$ cat config.mk
export PLATFORM = sky130hd
export DESIGN_NAME = elem_sat_alu
export DESIGN_NICKNAME = d
export VERILOG_FILES = /design/src/rtl/elem_sat_alu.sv
export SDC_FILE = /design/constraint.sdc
export NUM_CORES = 1
export LEC_CHECK = 0
export ABC_CLOCK_PERIOD_IN_PS = 17500
export BUFFER_PORTS_ARGS = -buffer_cell sky130_fd_sc_hd__buf_2
export CORE_MARGIN = 8
export CORE_UTILIZATION = 25
export CTS_BUF_LIST = sky130_fd_sc_hd__clkbuf_4
export DETAILED_ROUTE_END_ITERATION = 8
export PLACE_DENSITY = 0.51
export SLEW_MARGIN = 5
export SYNTH_ARGS = -nofsm -noshare
export SYNTH_HDL_FRONTEND = slang
export SYNTH_SLANG_ARGS = --single-unit
$ cat constraint.sdc
create_clock -name clk -period 17.5 [get_ports clk]
set_clock_uncertainty 0.2 [all_clocks]
set_input_delay 2.625 -clock clk [delete_from_list [all_inputs] [get_ports clk]]
set_output_delay 2.625 -clock clk [all_outputs]
set_load 0.01 [all_outputs]
$ cat src/rtl/elem_sat_alu.sv
module elem_sat_alu #(
  parameter int XLEN = 64
) (
  input  logic            clk,
  input  logic            rst_n,
  input  logic            in_valid,
  input  logic [XLEN-1:0] op_a,
  input  logic [XLEN-1:0] op_b,
  input  logic            op_sub,
  input  logic [1:0]      src_wcode,
  input  logic [1:0]      dst_wcode,
  input  logic            sat_en,
  input  logic            sat_signed,
  input  logic            carry_req,
  output logic            out_valid,
  output logic [XLEN-1:0] result,
  output logic            cr_ov,
  output logic            cr_lt,
  output logic            cr_gt,
  output logic            cr_eq,
  output logic            illegal
);
  localparam int EW = XLEN + 2;

  function automatic int wbits(input logic [1:0] c);
    case (c)
      2'b01:   return 8;
      2'b10:   return 16;
      2'b11:   return 32;
      default: return XLEN;
    endcase
  endfunction

  function automatic logic signed [EW-1:0] widen(input logic [XLEN-1:0] v,
                                                 input logic [1:0] c,
                                                 input logic sgn);
    logic [EW-1:0] r;
    int w;
    w = wbits(c);
    for (int i = 0; i < EW; i++)
      r[i] = (i < w) ? v[i] : (sgn & v[w-1]);
    return signed'(r);
  endfunction

  logic signed [EW-1:0] one, sa, sb, raw, hi, lo, clamped, picked, fin;
  logic over, under, bad, zero, neg;
  int dw;

  assign one = EW'(1);
  assign dw  = wbits(dst_wcode);
  assign sa  = widen(op_a, src_wcode, sat_signed);
  assign sb  = widen(op_b, src_wcode, sat_signed);
  assign raw = op_sub ? (sa - sb) : (sa + sb);
  assign hi  = sat_signed ? ((one <<< (dw - 1)) - one) : ((one <<< dw) - one);
  assign lo  = sat_signed ? -(one <<< (dw - 1)) : '0;

  assign over    = raw > hi;
  assign under   = raw < lo;
  assign clamped = over ? hi : (under ? lo : raw);
  assign picked  = sat_en ? clamped : raw;
  assign fin     = widen(picked[XLEN-1:0], dst_wcode, sat_signed);
  assign bad     = sat_en & carry_req;
  assign zero    = (fin[XLEN-1:0] == '0);
  assign neg     = sat_signed & fin[XLEN-1];

  always_ff @(posedge clk) begin
    if (!rst_n) begin
      out_valid <= 1'b0;
      result    <= '0;
      cr_ov     <= 1'b0;
      cr_lt     <= 1'b0;
      cr_gt     <= 1'b0;
      cr_eq     <= 1'b0;
      illegal   <= 1'b0;
    end else begin
      out_valid <= in_valid;
      if (in_valid) begin
        illegal <= bad;
        result  <= bad ? '0 : fin[XLEN-1:0];
        cr_ov   <= ~bad & sat_en & (over | under);
        cr_eq   <= ~bad & zero;
        cr_lt   <= ~bad & neg;
        cr_gt   <= ~bad & ~zero & ~neg;
      end
    end
  end
endmodule


==> summary.txt <==
Placement
  – Setup WS pre-CTS: 1710 ps
  – Dpl hpwl: 50800 µm
  – Routability cong.: 0.915
  – I/O Buffers: 208

Routing
  – Initial DRC count: 1373
  – First drt pass iteration count: 5
  – Detailed Route WL: 61000 µm
  – Vias/cell: 5.55
  – Vias: 16.3k
  – Post-route ant nets: 0
  – WL/cell: 20.8 µm
  – DRC Markers: 0

Global route
  – Initial antenna violation count: 3
  – Gr usage total: 17.7%
  – Vias in the first global route: 16.4k
  – Global-route wire length before repair: 94900 µm
  – GR Overflow Total: 0
  – Largest net degree at the start of global routing: 88

Outcome
  – Status: complete, no violations

Setup path
  – Req. time, crit path: 17650 ps
  – CP top delay family: compound AO/OA/AOI/OAI gates
  – CP Max Fanout: 33
  – Slowest cell on crit path: a21oi_4
  – Critical path buffer and inverter count: 4
  – Setup CP Type: in2reg
  – Setup crit end kind: flop
  – Max stage delay on crit path: 760 ps
  – Arrival time worst endpoint: 15710 ps
  – Startpoint Class: primary input

Clocking
  – Post-CTS sizing: 0
  – Clock Latency Late Sink: 400 ps
  – CTS clk-pin slew, worst paths: 120 ps
  – CTS Hold Buffers Added: 0
  – Post-CTS Setup Inserts: 0
  – Cts bufs inserted: 9
  – Clock Tree Buf Depth: 2
  – CTS tree: done
  – TritonCTS Sinks: 70
  – Root buffer cell: clkbuf_4
  – H-tree depth: 3

STA
  – Setup_tns: 0 ps
  – Max transition margin: 22.8%
  – # setup viols final: 0
  – RSZ-0062 raised after global routing: false
  – Highest clock rate: 0.0643 GHz
  – Final setup margin: 1940 ps
  – Worst-Margin Slew: 1160 ps
  – Crit share post-route: 88.9%
  – Slew Viols, Final: 0
  – Tmin final: 15560 ps
  – Hold Fails Final Rpt: 0

Worst hold path
  – Hold crit path type: reg2reg

Floorplan
  – Cell row count: 87
  – Die Y: 255 µm
  – Initial Utilization: 25.4%
  – Full die area: 65200 µm²
  – Placeable core area: 56500 µm²
  – Ports: 209
  – Die width: 255 µm

Power and ir drop
  – Peak VDD IR: 0.0415 mV
  – Comb power frac: 81.6%
  – Switching share of total power: 56.7%
  – Cell leakage power: 6.98 nW
  – Pwr Density: 102 nW/µm²
  – Switch Pwr: 0.926 mW
  – Sequential power share: 11.9%
  – Internal: 0.706 mW
  – Power share of the clock group: 6.5%

Final layout
  – Layout Nets: 2479
  – Fraction of layout cells with a size suffix above 1: 14.4%
  – Filler instances: 6222
  – Area Overhead vs Synth: 11.9%

Yosys
  – Asr flop ratio synth: 0%
  – Most frequent cells after synthesis: a21oi_1, nand2_1, nor2_1
  – Yosys reg bits: 70
  – Sequential share of the synthesized area: 9.78%
  – Cell Area, Synth: 14300 µm²
  – Cell count after synthesis: 2065
  – Syn avg cell area: 6.94 µm²
  – Main area contributors after synthesis: ha_1, dfxtp_1, a21oi_1
  – EDFF count, synth: 0
  – Count leader, synth: a21oi_1
  – Yosys cell types: 112
  – Ys Warns: 0
  – Synth area leader: ha_1
  – Synth top area share: 14.5%
  – Post-synth top flop: dfxtp_1

Run
  – Number of max-cap violations: 0
layout make-up:
| type | instances | area [µm²] | area share (%) |
|---|---|---|---|
| multi-input combinational | 1787 | 12100 | 75.4 |
| sequential | 70 | 1400 | 8.74 |
| timing repair buffer | 222 | 1150 | 7.15 |
| tap | 756 | 946 | 5.90 |
| inverter | 83 | 312 | 1.94 |
| clock buffer | 12 | 90.1 | 0.562 |
| clock inverter | 4 | 47.5 | 0.297 |
| antenna | 2 | 5.00 | 0.0312 |
state kept, by name, indices dropped and copies added (netlist names):
name,flops
cr_eq,1
cr_gt,1
cr_ov,1
cr_lt,1
illegal,1
out_valid,1
result,64
cell usage in the layout, fill, tap and decap left out, types with 8 or more instances in the layout:
master     count
o22a_1        11
o22ai_1       12
o21ai_0      136
o31a_1         8
inv_1         77
o31ai_1       13
nand2b_1      16
a32oi_1       11
nand3_1       27
buf_4         14
ha_1         165
a22oi_1       26
o211ai_1      10
dfxtp_1       70
nand2_1      186
o2bb2ai_1     26
a21boi_0      17
and2_1        39
clkbuf_4      12
buf_2        208
nor2b_1       52
a31oi_1       27
or4_1         15
nor3_1        62
a21o_1        87
a211o_1        8
or3_1         34
xnor2_1       48
nor4_1        21
o21ai_1       13
xor2_1        43
a211oi_1      15
o21a_1        31
a21oi_1      219
or2_2         14
nand4_1       43
and3_1        18
nor2_1       171
power by group through the flow:
stage               sequential (mW)  clock [mW]  combinational, mW
floorplan                     0.204           0              0.921
global placement              0.198           0               1.30
detailed placement            0.199           0               1.32
CTS                           0.195       0.109               1.33
global route                  0.198       0.116               1.47
finish                        0.195       0.106               1.33
layer usage:
| metal | wire (µm) | vias up | global-route usage (%) |
|---|---|---|---|
| met5 | 26 | - | 0 |
| met4 | 1880 | 4 | 5.56 |
| met3 | 2150 | 101 | 1.66 |
| met2 | 31500 | 452 | 33.2 |
| met1 | 25500 | 7828 | 20.8 |
| li1 | - | 7904 | - |
stage by stage:
| step | hold slack [ps] | total power [mW] | instances | area (µm²) | util [%] |
|---|---|---|---|---|---|
| 2_1_floorplan | 285 | 1.13 | 2066 | 14300 | - |
| 3_3_place_gp | 275 | 1.50 | 2918 | 15900 | 28.1 |
| 3_5_place_dp | 282 | 1.52 | 2918 | 15900 | 28.1 |
| 4_1_cts | 299 | 1.63 | 2934 | 16000 | 28.4 |
| 5_1_grt | 319 | 1.78 | 2934 | 16000 | 28.4 |
| 6_report | 292 | 1.63 | 2936 | 16000 | 28.4 |
worst register-to-register path, stage by stage (launching register included):
cell     delay, ps
dfxtp_1        340
a22o_1         220
and2_1         150
worst paths after layout:
check | to | slack, ps | depth (start not counted) | start
max | result[39] | 1940 | 51 | src_wcode[1]
min | cr_eq | 290 | 2 | cr_eq
max reg2reg | result[56] | 16510 | 2 | result[56]
min reg2reg | cr_eq | 290 | 2 | cr_eq
logic make-up (layout without fill, tap and decap cells):
logic type,Yosys count,count (layout),synth area share (%)
buffers and inverters,209,321,6.00
other,1,4,0.0262
multiplexers,11,11,1.15
AND/OR/NAND/NOR,743,743,26.6
XOR/XNOR,91,91,5.56
AO/OA/AOI/OAI,770,770,36.0
adder cells (fa/ha/maj),170,170,14.9
flip-flops,70,70,9.78
Power figures use the tool's default switching activity.
